<file path="config.mk">
export PLATFORM = sky130hd
export DESIGN_NAME = tmr_channel
export DESIGN_NICKNAME = d
export VERILOG_FILES = /design/src/rtl/tmr_pkg.sv /design/src/rtl/tmr_prescaler.sv /design/src/rtl/tmr_downcount.sv /design/src/rtl/tmr_channel.sv
export SDC_FILE = /design/constraint.sdc
export NUM_CORES = 1
export LEC_CHECK = 0
export ABC_AREA = 1
export CORE_MARGIN = 10
export CORE_UTILIZATION = 40
export DETAILED_ROUTE_END_ITERATION = 10
export HOLD_SLACK_MARGIN = 0.05
export PLACE_DENSITY = 0.71
export SYNTH_ARGS = -nofsm -noshare
export SYNTH_HDL_FRONTEND = slang
export SYNTH_SLANG_ARGS = --single-unit
</file>
<file path="constraint.sdc">
create_clock -name clk -period 2.54 [get_ports clk]
set_clock_uncertainty 0.05 [all_clocks]
set_input_delay 0.381 -clock clk [delete_from_list [all_inputs] [get_ports clk]]
set_output_delay 0.381 -clock clk [all_outputs]
set_load 0.005 [all_outputs]
</file>
<file path="src/rtl/tmr_pkg.sv">
package tmr_pkg;
  localparam int DATA_W   = 32;
  localparam int ADDR_W   = 2;
  localparam int BIT_ACT  = 25;
  localparam int BIT_PER  = 27;
  localparam int BIT_IE   = 29;
  localparam int BIT_EN   = 30;
  localparam logic [ADDR_W-1:0] A_CTRL = 2'd0;
  localparam logic [ADDR_W-1:0] A_INIT = 2'd1;
  localparam logic [ADDR_W-1:0] A_DATA = 2'd2;
  localparam logic [ADDR_W-1:0] A_STAT = 2'd3;
  localparam logic [DATA_W-1:0] CTRL_RST = 32'h0000_0005;

  // Assemble the control/status read word from its fields.
  function automatic logic [DATA_W-1:0] pack_ctrl(input logic [DATA_W-1:0] psc_ext,
                                                  input logic en, input logic per,
                                                  input logic ie);
    logic [DATA_W-1:0] w;
    w = psc_ext;
    w[BIT_EN]  = en;
    w[BIT_ACT] = en;
    w[BIT_PER] = per;
    w[BIT_IE]  = ie;
    return w;
  endfunction
endpackage

</file>
<file path="src/rtl/tmr_prescaler.sv">
module tmr_prescaler #(
  parameter int PSC_W = 8
) (
  input  logic             clk,
  input  logic             rst_n,
  input  logic             run,
  input  logic             restart,
  input  logic [PSC_W-1:0] psc,
  output logic             tick
);
  logic [PSC_W-1:0] phase_q;

  assign tick = run && !restart && (phase_q >= psc);

  always_ff @(posedge clk or negedge rst_n) begin
    if (!rst_n)                      phase_q <= '0;
    else if (restart || !run || tick) phase_q <= '0;
    else                             phase_q <= phase_q + 1'b1;
  end
endmodule

</file>
<file path="src/rtl/tmr_downcount.sv">
module tmr_downcount #(
  parameter int CNT_W = 24
) (
  input  logic             clk,
  input  logic             rst_n,
  input  logic             tick,
  input  logic             load,
  input  logic [CNT_W-1:0] load_val,
  input  logic             stop_zero,
  input  logic             periodic,
  input  logic [CNT_W-1:0] reload_val,
  output logic [CNT_W-1:0] cnt,
  output logic             expire
);
  localparam logic [CNT_W-1:0] ONE = CNT_W'(1);

  logic expire_tick;

  assign expire_tick = tick && (cnt <= ONE);
  assign expire      = expire_tick || stop_zero;

  always_ff @(posedge clk or negedge rst_n) begin
    if (!rst_n)      cnt <= '0;
    else if (load)   cnt <= load_val;
    else if (expire) cnt <= periodic ? reload_val : '0;
    else if (tick)   cnt <= cnt - ONE;
  end
endmodule

</file>
<file path="src/rtl/tmr_channel.sv">
module tmr_channel
  import tmr_pkg::*;
#(
  parameter int CNT_W  = 24,
  parameter int PSC_W  = 8,
  parameter int CH_IDX = 0,
  parameter int STAT_W = 5
) (
  input  logic              clk,
  input  logic              rst_n,
  input  logic              wr_en,
  input  logic [1:0]        wr_addr,
  input  logic [31:0]       wr_data,
  input  logic [1:0]        rd_addr,
  output logic [31:0]       rd_data,
  output logic              irq
);
  localparam logic [PSC_W-1:0] PSC_RST = CTRL_RST[PSC_W-1:0];

  logic             en_q, per_q, ie_q, pend_q;
  logic [PSC_W-1:0] psc_q;
  logic [CNT_W-1:0] init_q, cnt_q;
  logic             ctrl_wr, init_wr, stat_wr;
  logic             tick, expire, stop_zero;

  assign ctrl_wr   = wr_en && (wr_addr == A_CTRL);
  assign init_wr   = wr_en && (wr_addr == A_INIT);
  assign stat_wr   = wr_en && (wr_addr == A_STAT);
  assign stop_zero = ctrl_wr && en_q && !wr_data[BIT_EN] && (cnt_q == '0);

  tmr_prescaler #(.PSC_W(PSC_W)) u_psc (
    .clk(clk), .rst_n(rst_n), .run(en_q), .restart(ctrl_wr || init_wr),
    .psc(psc_q), .tick(tick)
  );

  tmr_downcount #(.CNT_W(CNT_W)) u_cnt (
    .clk(clk), .rst_n(rst_n), .tick(tick), .load(init_wr),
    .load_val(wr_data[CNT_W-1:0]), .stop_zero(stop_zero), .periodic(per_q),
    .reload_val(init_q), .cnt(cnt_q), .expire(expire)
  );

  always_ff @(posedge clk or negedge rst_n) begin
    if (!rst_n) begin
      psc_q <= PSC_RST;
      en_q  <= 1'b0;
      per_q <= 1'b0;
      ie_q  <= 1'b0;
    end else if (ctrl_wr) begin
      psc_q <= wr_data[PSC_W-1:0];
      en_q  <= wr_data[BIT_EN];
      per_q <= wr_data[BIT_PER];
      ie_q  <= wr_data[BIT_IE];
    end else if (expire && !per_q) begin
      en_q  <= 1'b0;
    end
  end

  always_ff @(posedge clk or negedge rst_n) begin
    if (!rst_n)       init_q <= '0;
    else if (init_wr) init_q <= wr_data[CNT_W-1:0];
  end

  always_ff @(posedge clk or negedge rst_n) begin
    if (!rst_n)                        pend_q <= 1'b0;
    else if (expire)                   pend_q <= 1'b1;
    else if (stat_wr && wr_data[CH_IDX]) pend_q <= 1'b0;
  end

  assign irq = pend_q && ie_q;

  always_comb begin
    unique case (rd_addr)
      A_CTRL:  rd_data = pack_ctrl(DATA_W'(psc_q), en_q, per_q, ie_q);
      A_INIT:  rd_data = DATA_W'(init_q);
      A_DATA:  rd_data = DATA_W'(cnt_q);
      default: rd_data = DATA_W'(STAT_W'(pend_q) << CH_IDX);
    endcase
  end
endmodule

</file>
---- After elaboration in Yosys (flattened, before gate mapping) ----
Index checks and enable logic that the tools add are counted.
word-level totals
  flip-flop bits (word level) ............. 68
  input port bits ......................... 39
  output and inout port bits .............. 33
  logic and storage cells ................. 52
operators by class
  add/subtract/negate cells ............... 2
  order comparisons ....................... 2
  equal/unequal tests ..................... 4
  mux-type cells .......................... 10
  reduce and logical (&&, ||, !) cells .... 26
operators with widths
  kind                     count
  $mux W24                 4
  $pmux W31 S3             1
  $le A24 B1 Y1 const B    1
  $logic_not A24 Y1        1
  $sub A24 B1 Y24 const B  1
  $logic_and A1 B1 Y1      12
  $add A8 B1 Y8 const B    1
  $ge A8 B8 Y1             1
  $mux W8                  1
  $eq A2 B1 Y1 const B     2
  $eq A2 B2 Y1 const B     2
  $logic_not A1 Y1         4
  $logic_not A2 Y1         2
  $logic_or A1 B1 Y1       4
  $mux W1                  4
  $reduce_bool A2 Y1       2
  $reduce_bool A3 Y1       1

---- Longest topological paths before layout ----
Gate-level depths: netlist of run 1.
  depth after elaboration ................. 11
  depth in mapped cells ................... 15

---- Modules after synthesis ----
A second synthesis of run 1 with hierarchy kept.
unflattened totals
  cells, all modules ...................... 692
  area, all modules ....................... 4864.7 µm²
modules (own cells, without submodules)
  module         times used  cells an instance  area each (µm²)
  tmr_downcount  1           368                2323.5
  tmr_channel    1           249                1939.4
  tmr_prescaler  1           75                 601.8

---- Least setup slack after synthesis of run 1 ----
OpenSTA, ideal clock, no wires.
  path kind ............................... flip-flop to flip-flop
  start ................................... register psc_q[2]
  end ..................................... register u_cnt.cnt[16]
  setup time .............................. 73 ps
  arrival ................................. 1822 ps
  path slack .............................. 595 ps
  stages on the path, launching flop included .. 15
  buffers on the path ..................... 1
  period minus slack after synthesis ...... 1945 ps
  cell sequence ........................... dfstp_2 -> inv_1 -> ha_1 -> nand2_1 -> inv_1 -> nand2_1 -> nand2_1 -> nand2_1 -> nand3_1 -> nand2_1 -> nand3_4 -> buf_6 -> nand2_1 -> clkinv_1 -> a21oi_2
between the ends
  word-level cells in the longest chain between the ends .. 6
  elaborated cells on any way between the ends .. 7
  those cells by class .................... order compare: 1; mux: 2; reduce/logical: 4
ends and longest elaborated chain
  what                    line                 text
  start, declared         tmr_channel.sv:21    logic [PSC_W-1:0] psc_q;
  start signal, assigned  tmr_channel.sv:49    psc_q <= wr_data[PSC_W-1:0];
  $ge A8 B8 Y1 *          tmr_prescaler.sv:13  assign tick = run && !restart && (phase_q >= psc);
  $logic_and A1 B1 Y1 *   tmr_prescaler.sv:13
  $logic_and A1 B1 Y1     tmr_downcount.sv:19  assign expire_tick = tick && (cnt <= ONE);
  $logic_or A1 B1 Y1      tmr_downcount.sv:20  assign expire = expire_tick || stop_zero;
  $mux W24                tmr_downcount.sv:25  else if (expire) cnt <= periodic ? reload_val : '0;
  $mux W24                tmr_downcount.sv:24  else if (load) cnt <= load_val;
  end signal, assigned    tmr_downcount.sv:24
  end signal, assigned    tmr_downcount.sv:25
  end signal, assigned    tmr_downcount.sv:26  else if (tick) cnt <= cnt - ONE;
  end, declared           tmr_downcount.sv:12  output logic [CNT_W-1:0] cnt,
Every way passes the cells marked *; elsewhere a longest branch is shown, timed or not.
A chain may end at the register's enable or synchronous reset.

---- Worst setup path after layout of run 1 ----
  start ................................... input rd_addr[1]
  end ..................................... output rd_data[19]
between the ends
  word-level cells in the longest chain between the ends .. 2
  elaborated cells on any way between the ends .. 4
  those cells by class .................... eq/ne: 2; mux: 1; reduce/logical: 1
ends and longest elaborated chain
  what                                  line               text
  start, declared                       tmr_channel.sv:14  input logic [1:0] rd_addr,
  $eq A2 B2 Y1 (tied with other cells)  tmr_channel.sv:72  unique case (rd_addr)
  $pmux W31 S3 *                        tmr_channel.sv:72
  end, declared                         tmr_channel.sv:15  output logic [31:0] rd_data,
Marks and branches as above.

==> results of run 1 <==
-- Yosys cell counts, types with 2 or more instances --
library cell  count
nand2_1         178
inv_1            85
dfrtp_1          66
nor2_1           64
nand3_2          40
o21ai_0          38
a21oi_2          21
nand3_1          21
clkinv_1         16
o22ai_1          14
ha_1             12
xor2_1           12
buf_4            10
clkbuf_1         10
nor2_2            8
buf_6             7
nand4_1           7
o221ai_1          7
nand2_2           6
a21oi_1           5
nor2_4            4
nor3_1            4
xnor2_1           4
nor3b_1           3
dfstp_2           2
nand2_4           2
nand3_4           2
-- repair_timing --
action,4_1_cts,5_1_grt
hold buffers,1,0
endpoints found under the hold margin,23,0
gates resized for setup,0,11
endpoints found under the setup margin,0,23
-- cell usage in the layout (no fill, tap or decap), drive strengths merged, types with 14 or more instances in the layout --
cell,synthesis,routed
nand2,186,186
inv,86,88
nor2,76,76
dfrtp,66,66
nand3,63,63
clkdlybuf4s50,0,53
o21ai,40,40
a21oi,26,26
buf,18,22
clkinv,17,18
o22ai,14,14
-- per-layer routing --
| metal | wire, µm | track usage | share of wire |
|---|---|---|---|
| met1 | 5996 | 0.2003 | 0.47 |
| met2 | 6084 | 0.2539 | 0.48 |
| met4 | 132 | 0.04905 | 0.010 |
| met5 | 0 | 0 | 0 |
| met3 | 580 | 0.03626 | 0.045 |
-- through the flow --
| stage | instance area (µm²) | worst slack (ns) | power, mW | std cells |
|---|---|---|---|---|
| after floorplan | 4942 | 0.5951 | 2.692 | 665 |
| after global placement | 5779 | 0.007623 | 3.190 | 888 |
| after detailed placement | 5779 | -0.002212 | 3.215 | 888 |
| after CTS | 6122 | 0.008471 | 4.639 | 905 |
| after global routing | 6145 | 0.0005567 | 4.914 | 905 |
| final | 6145 | 0.07797 | 4.601 | 905 |
-- cells by family (layout without fill, tap and decap cells) --
group / Yosys count / in the layout / synth area share
AO/OA/AOI/OAI: 90 / 90 / 0.1198
XOR/XNOR: 16 / 16 / 0.02842
adder cells (fa/ha/maj): 12 / 12 / 0.03045
buffers and inverters: 131 / 203 / 0.1185
flip-flops: 68 / 68 / 0.3456
other: 1 / 4 / 0.0007605
AND/OR/NAND/NOR: 344 / 344 / 0.3565
-- critical path: stages --
cell	delay [ns]
clkdlybuf4s50_1	0.52
inv_1	0.06
nor2_2	0.12
inv_2	0.08
buf_12	0.15
o22ai_1	0.17
clkdlybuf4s50_1	0.53
-- area by class of cell --
class / count / area, µm² / area share
clock buffer: 10 / 239.0 / 0.03889
clock inverter: 6 / 93.84 / 0.01527
inverter: 103 / 387.9 / 0.06312
multi-input combinational: 466 / 2656 / 0.4323
sequential: 68 / 1704 / 0.2773
tap: 168 / 210.2 / 0.03421
timing repair buffer: 84 / 853.3 / 0.1389
-- worst paths after layout --
path                       slack, ns                to  cells after the start
setup / recovery                0.08       rd_data[19]                      7
hold / removal                  0.46  u_psc.phase_q[0]                      1
min in group asynchronous       0.54          psc_q[3]                      2
setup reg to reg                0.31     u_cnt.cnt[20]                     14
hold reg to reg                 0.46  u_psc.phase_q[0]                      1
max in group asynchronous       1.22          psc_q[0]                      3
-- state kept, by name (all words and copies together), names as in the netlist --
register       cells
per_q              1
init_q            24
u_cnt.cnt         24
en_q               1
pend_q             1
u_psc.phase_q      8
psc_q              8
ie_q               1
-- power by group --
| part | internal (mW) | switching, mW |
|---|---|---|
| combinational | 0.721 | 0.849 |
| sequential | 1.33 | 0.294 |
| clock | 0.895 | 0.509 |
| total | 2.95 | 1.65 |
==> impl_summary.md, run 1 <==
Clock tree
The clock-pin transition on the worst setup and hold timing paths is approximately 0.06 ns. The maximum clock path buffer count is 2. The insertion delay to the later sink of the worst-skew pair is between 0.3 and 0.4 ns. The number of H-tree levels is 3.

The cell sitting at the root of the clock tree is a clkbuf_16. The buffers inserted during post-CTS setup optimization is 0. The clock net in this run drives a total of 68 sinks. TritonCTS built the clock tree. The TritonCTS buffer count is 9.

Power
The worst ir drop on vdd is 0.2720 mV. The power per unit of standard cell area is 748.8 nW/µm². For this design the static power due to leakage is ~3 nW.

STA
Setup repair after global routing left no endpoint under its margin. The sum of negative setup slack is 0 ns. The hold violation total from the final report is 0. Subtracting the final worst setup slack from the clock period gives around 2.5 ns. Setup violations remaining at the end of the flow were counted as 0.

The max-slew violation total from the final report is 0. The relative max-transition margin is 0.5968. The post-route worst hold slack is 0.4574 ns. In the finished design, the share of the clock period the worst path needs comes to 0.9693. The actual slew at the worst max-slew pin is a little over 0.6 ns. The maximum achievable frequency is 406.2 MHz.

Cells and area
The post-layout utilization of the core is 0.5094. The growth of design area from synthesis to finish is 24.61%. The net count of the finished layout is about 800. In the final layout, the share of cells above drive strength 1 is 0.1805. The number of fill cells is 1145. The number of antenna diodes in the final layout is 0.

Floorplanning
The floorplan step set the die height to approximately 130 µm. slightly above 70 I/O pins were placed. The number of placement rows is 40.

The floorplan step set the die width to around 130 µm. The floorplan core area is around 12000 µm². For this configuration, the core starts out at a cell density of 0.4088. The floorplan step defined a die boundary enclosing 17170 µm².

Outcome
The flow ran to the end, and the final reports show no timing, DRC or antenna violations.

Critical path
The nature of the critical path endpoint is a primary output. The required time of the critical path is 2.11 ns. In this run the worst path has a maximum fanout of 14. The signal arrival time at the worst endpoint is around 2.0 ns. The setup path with the least slack is of type in2out. Tracing the worst setup path back leads to its startpoint at rd_addr[1]. The element type at the critical path start is an input port. The startpoint identified for the worst register-to-register timing path is psc_q[2].

Detailed routing
The vias per cell is around 4.9. The routed layout has around 4.4k vias. The final routed wirelength across all metal layers is ~13 mm. The average wire length per cell after detail routing is 14.14 µm. After the first detailed-routing iteration, the DRC count stood at 290.

The first TritonRoute pass finished after 5 iterations. The detailed-route DRC error count is 0. Once detail routing completed, the nets flagged for antenna violations numbered 0.

Synthesis
The most used flip-flop cell after synthesis is dfrtp_1. The number of enable-type register cells in the synthesized netlist is 0. The number of distinct library cells after synthesis is about 40. The Yosys step of the flow raised 0 warnings.

For this run, the register share of the synthesized area comes to 0.3456. Counting flops and latches in the post-synthesis netlist gives 68. The average instance in the mapped netlist occupies approximately 7.4 µm².

Of all cell types, the one taking the most synthesized area is dfrtp_1. The async set-or-reset flop fraction in the synthesized netlist is 1.000. The proportion of netlist area held by the largest area contributor is 0.3349. In the post-synthesis netlist, the biggest area contributors are dfrtp_1, nand2_1, nand3_2, inv_1, nor2_1. The cell area that synthesis handed to floorplanning was ~4900 µm². After technology mapping, the gate count stands at 662.

Flow run
The count of max-cap constraint violations is 0.

Placed design
After legalization and detailed placement, the total HPWL measured 9.586 mm. At the end of routability-driven placement, the weighted congestion stood at 0.8758. Buffers placed on the I/O ports in this run total 62.

Global route
The number of global-route vias before repair is 4367. The initial antenna violation count was 0. The overall global routing resource usage is 0.1560. The overflow left after global routing is 0.

The maximum number of pins on one net before global-route repair is 45. The first global-routing pass estimated between 20 and 25 mm of wire.

Worst hold path
The worst hold path class is reg2reg. The launch instance of the worst min-delay path is u_psc.phase_q[0].
Note: power is estimated with default switching activity, not from simulation.
==> inputs of run 2 (changes only) <==
--- a/config.mk
+++ b/config.mk
@@ -6,7 +6,7 @@
 export NUM_CORES = 1
 export LEC_CHECK = 0
 export ABC_AREA = 1
-export CORE_MARGIN = 10
+export CORE_MARGIN = 2
 export CORE_UTILIZATION = 40
 export DETAILED_ROUTE_END_ITERATION = 10
 export HOLD_SLACK_MARGIN = 0.05
==> impl_summary.md, run 2 (synthesis results as in run 1) <==
Power
The total internal power came to 3.016 mW (+2.2%). The net switching power is 1.651 mW (about the same). The proportion of total power due to net switching is 0.3538 (-0.005085). The total power was 4.667 mW (+1.4%). The part of the total power dissipated in sequential elements came to 0.348 (-0.006).

The leakage power summed over all cells is 2.929 nW (-2.4%). The worst ir drop on vdd is 0.3853 mV (+42%). The power per unit of standard cell area is 764.4 nW/µm² (+2.1%). The part of the total power dissipated in combinational logic is 0.340 (about the same). The clock network power share came to 0.312 (+0.007).

Worst hold path
The tightest min-delay check is of the reg2reg type. The worst hold path begins at u_psc.phase_q[0]. The path with the worst hold slack has its endpoint at u_psc.phase_q[0]. The hold-critical path depth was 1 (unchanged).

Global route
The overall global routing resource usage is 0.2038 (+0.04781). The met3 usage in global routing came to 0.04270 (+0.006438). The wire length of the first global-routing pass is 21.42 mm (-0.32%).

The maximum number of pins on one net before global-route repair is 69 (+53%). The initial antenna violation count is 0 (unchanged). In this run the most used layer during global routing was met2. The overflow left after global routing came to 0 (unchanged). The met1 global-route usage is 0.2773 (+0.07704). The met2 capacity usage during global routing is 0.3239 (+0.07006). The number of global-route vias before repair is 4384 (+0.39%).

Floorplanning
The number of placement rows is 40 (unchanged). The number of I/O pins came to 72 (unchanged). The height of the die came to 115.0 µm (-12%). The effective utilization at floorplan is 0.4105 (+0.001703).

The die footprint is 13230 µm² (-23%). The floorplan core area is 12010 µm² (-0.42%). The die width is 115.0 µm (-12%).

Outcome
The flow ran to the end, and the final reports show no timing, DRC or antenna violations.

Detailed routing
The final routed wirelength across all metal layers is 12.92 mm (+0.99%). The average wire length per cell after detail routing is 14.62 µm (+3.4%). The DRC violation total after the first TritonRoute iteration was 357 (+23%). The number of nets with antenna violations after detailed routing came to 0 (unchanged).

The vias per cell is 5.100 (+4.5%). The count of vias placed by the detailed router came to 4508 (+2.1%). The count of TritonRoute iterations in the first routing pass is 5 (unchanged). The detailed-route DRC error count is 0 (unchanged).

Critical path
The setup path with the least slack is of type reg2reg. The required time of the critical path came to 2.76 ns (+0.65 ns). The largest stage delay on the critical path is 0.51 ns (-0.02 ns).

The slowest cell on the critical path is dfstp_2. The cell count of the worst reg-to-reg path is 14 (unchanged). The maximum fanout count along the critical path is 20 (+6). The critical path buffer and inverter count was 4 (-1). The worst register-to-register path ends at u_cnt.cnt[22]. The worst setup path is launched from a register.

The critical path goes through inv_1 -> ha_1 -> nand2_1 -> inv_1 -> nand2_1 -> nand2_1 -> nand2_1 -> nand3_1 -> nand2_1 -> nand3_4 -> buf_4 -> nand2_1 -> clkinv_1 -> a21oi_2. The family with the most delay on the worst path is simple AND/OR/NAND/NOR gates. STA classifies the critical path endpoint as a register. The most common cell type on the critical path is nand2_1. The setup slack on the worst flop-to-flop path is 0.23 ns (-0.08 ns). The startpoint identified for the worst register-to-register timing path is psc_q[2].

The signal arrival time at the worst endpoint is 2.53 ns (+0.50 ns).

Flow run
The count of max-cap constraint violations was 0 (unchanged).

Placed design
The number of instances in the placed design is 867 (-2.4%). The post-placement worst setup slack is -0.08285 ns (-0.08063 ns). The detailed placement HPWL is 9.284 mm (-3.1%). The number of buffers added on ports is 62 (unchanged). The global placement routability congestion was 0.9169 (+4.7%).

Cells and area
The footprint of the flip-flops and latches is 1704 µm² (unchanged). The multi-input logic area was 2659 µm² (about the same). The final cell count without fillers is 884 (-2.3%). The largest registers in the layout are init_q: 24 flops, u_cnt.cnt: 24 flops. The number of fill cells is 1131 (-1.2%). Compared with the post-synthesis result, the final layout area differs by 23.83%.

The post-layout utilization of the core is 0.5083 (-0.001107). The library cell used most frequently in the layout, excluding fill and tap cells, is nand2_1. The net count of the finished layout came to 783 (unchanged). The number of antenna repair diodes is 0 (unchanged). The share of post-route cells with drive strength above 1 came to 0.1791 (-0.001357). The library cells used most frequently in the layout, excluding fill and tap cells, are nand2_1, inv_1, dfrtp_1.

Clock tree
The insertion delay to the later sink of the worst-skew pair was 0.35 ns (about the same). The clock tree from TritonCTS is built. The maximum clock path buffer count is 2 (unchanged). The TritonCTS buffer count is 9 (unchanged).

The number of H-tree levels is 3 (unchanged). The clock-pin transition on the worst setup and hold timing paths was 0.06 ns (about the same). The tree is rooted in a clkbuf_16. The clock sink count came to 68 (unchanged).

STA
The maximum achievable frequency came to 433.7 MHz (+6.8%). The time the final worst path needs with I/O delays and setup is 2.306 ns (-0.1561 ns). The setup slack after layout is 0.2341 ns (+0.1561 ns). The final worst-path cycle share was 0.9078 (-0.06146).

The hold violation total from the final report is 0 (unchanged). Setup repair after global routing left no endpoint under its margin. The final-report setup violation count is 0 (unchanged). The max-slew violation total from the final report was 0 (unchanged).
==> run 2: worst max path at each step <==
stage               startpoint       endpoint  slack (ns)  depth (start not counted)
finish                psc_q[2]  u_cnt.cnt[22]        0.23                         14
global placement    rd_addr[1]     rd_data[1]       -0.07                          7
detailed placement  rd_addr[1]     rd_data[2]       -0.08                          7
CTS                 rd_addr[1]    rd_data[22]       0.004                          7
floorplan             psc_q[2]  u_cnt.cnt[16]        0.60                         14
global route          psc_q[2]  u_cnt.cnt[16]         0.1                         14
==> run 2: metrics by stage <==
stage                     setup TNS, ns  instance area, µm²  hold slack (ns)
after floorplan                       0                4942          0.03541
after global placement          -0.4452                5753           0.3888
after detailed placement        -0.5265                5753           0.3974
final                                 0                6106           0.4556
after CTS                             0                6103           0.4574
after global routing                  0                6106           0.4794
==> run 2: timing repair <==
item / 4_1_cts / 5_1_grt
buffers inserted: 0 / 0
endpoints found under the hold margin: 66 / 0
gates cloned: 0 / 0
endpoints found under the setup margin: 13 / 15
hold buffers: 1 / 0
resized for setup: 7 / 1
==> run 2: layer usage <==
| layer | up-vias | wire [µm] |
|---|---|---|
| met3 | 21 | 648 |
| met2 | 130 | 6137 |
| met4 | 0 | 220 |
| met5 | - | 0 |
| li1 | 2240 | - |
| met1 | 2117 | 5915 |
==> run 2: cell type report <==
class,count,area share
Multi-Input combinational cell,466,0.4355
Sequential cell,68,0.2791
Timing Repair Buffer,84,0.1359
Inverter,103,0.06352
Clock buffer,10,0.03750
Tap cell,147,0.03012
Clock inverter,6,0.01844
==> run 2: power by group through the flow <==
stage | Sequential (mW) | Clock [mW] | Combinational, mW
global route | 1.66 | 1.52 | 1.78
finish | 1.62 | 1.46 | 1.59
detailed placement | 1.63 | 0 | 1.59
CTS | 1.62 | 1.48 | 1.59
global placement | 1.62 | 0 | 1.54
floorplan | 1.56 | 0 | 1.13
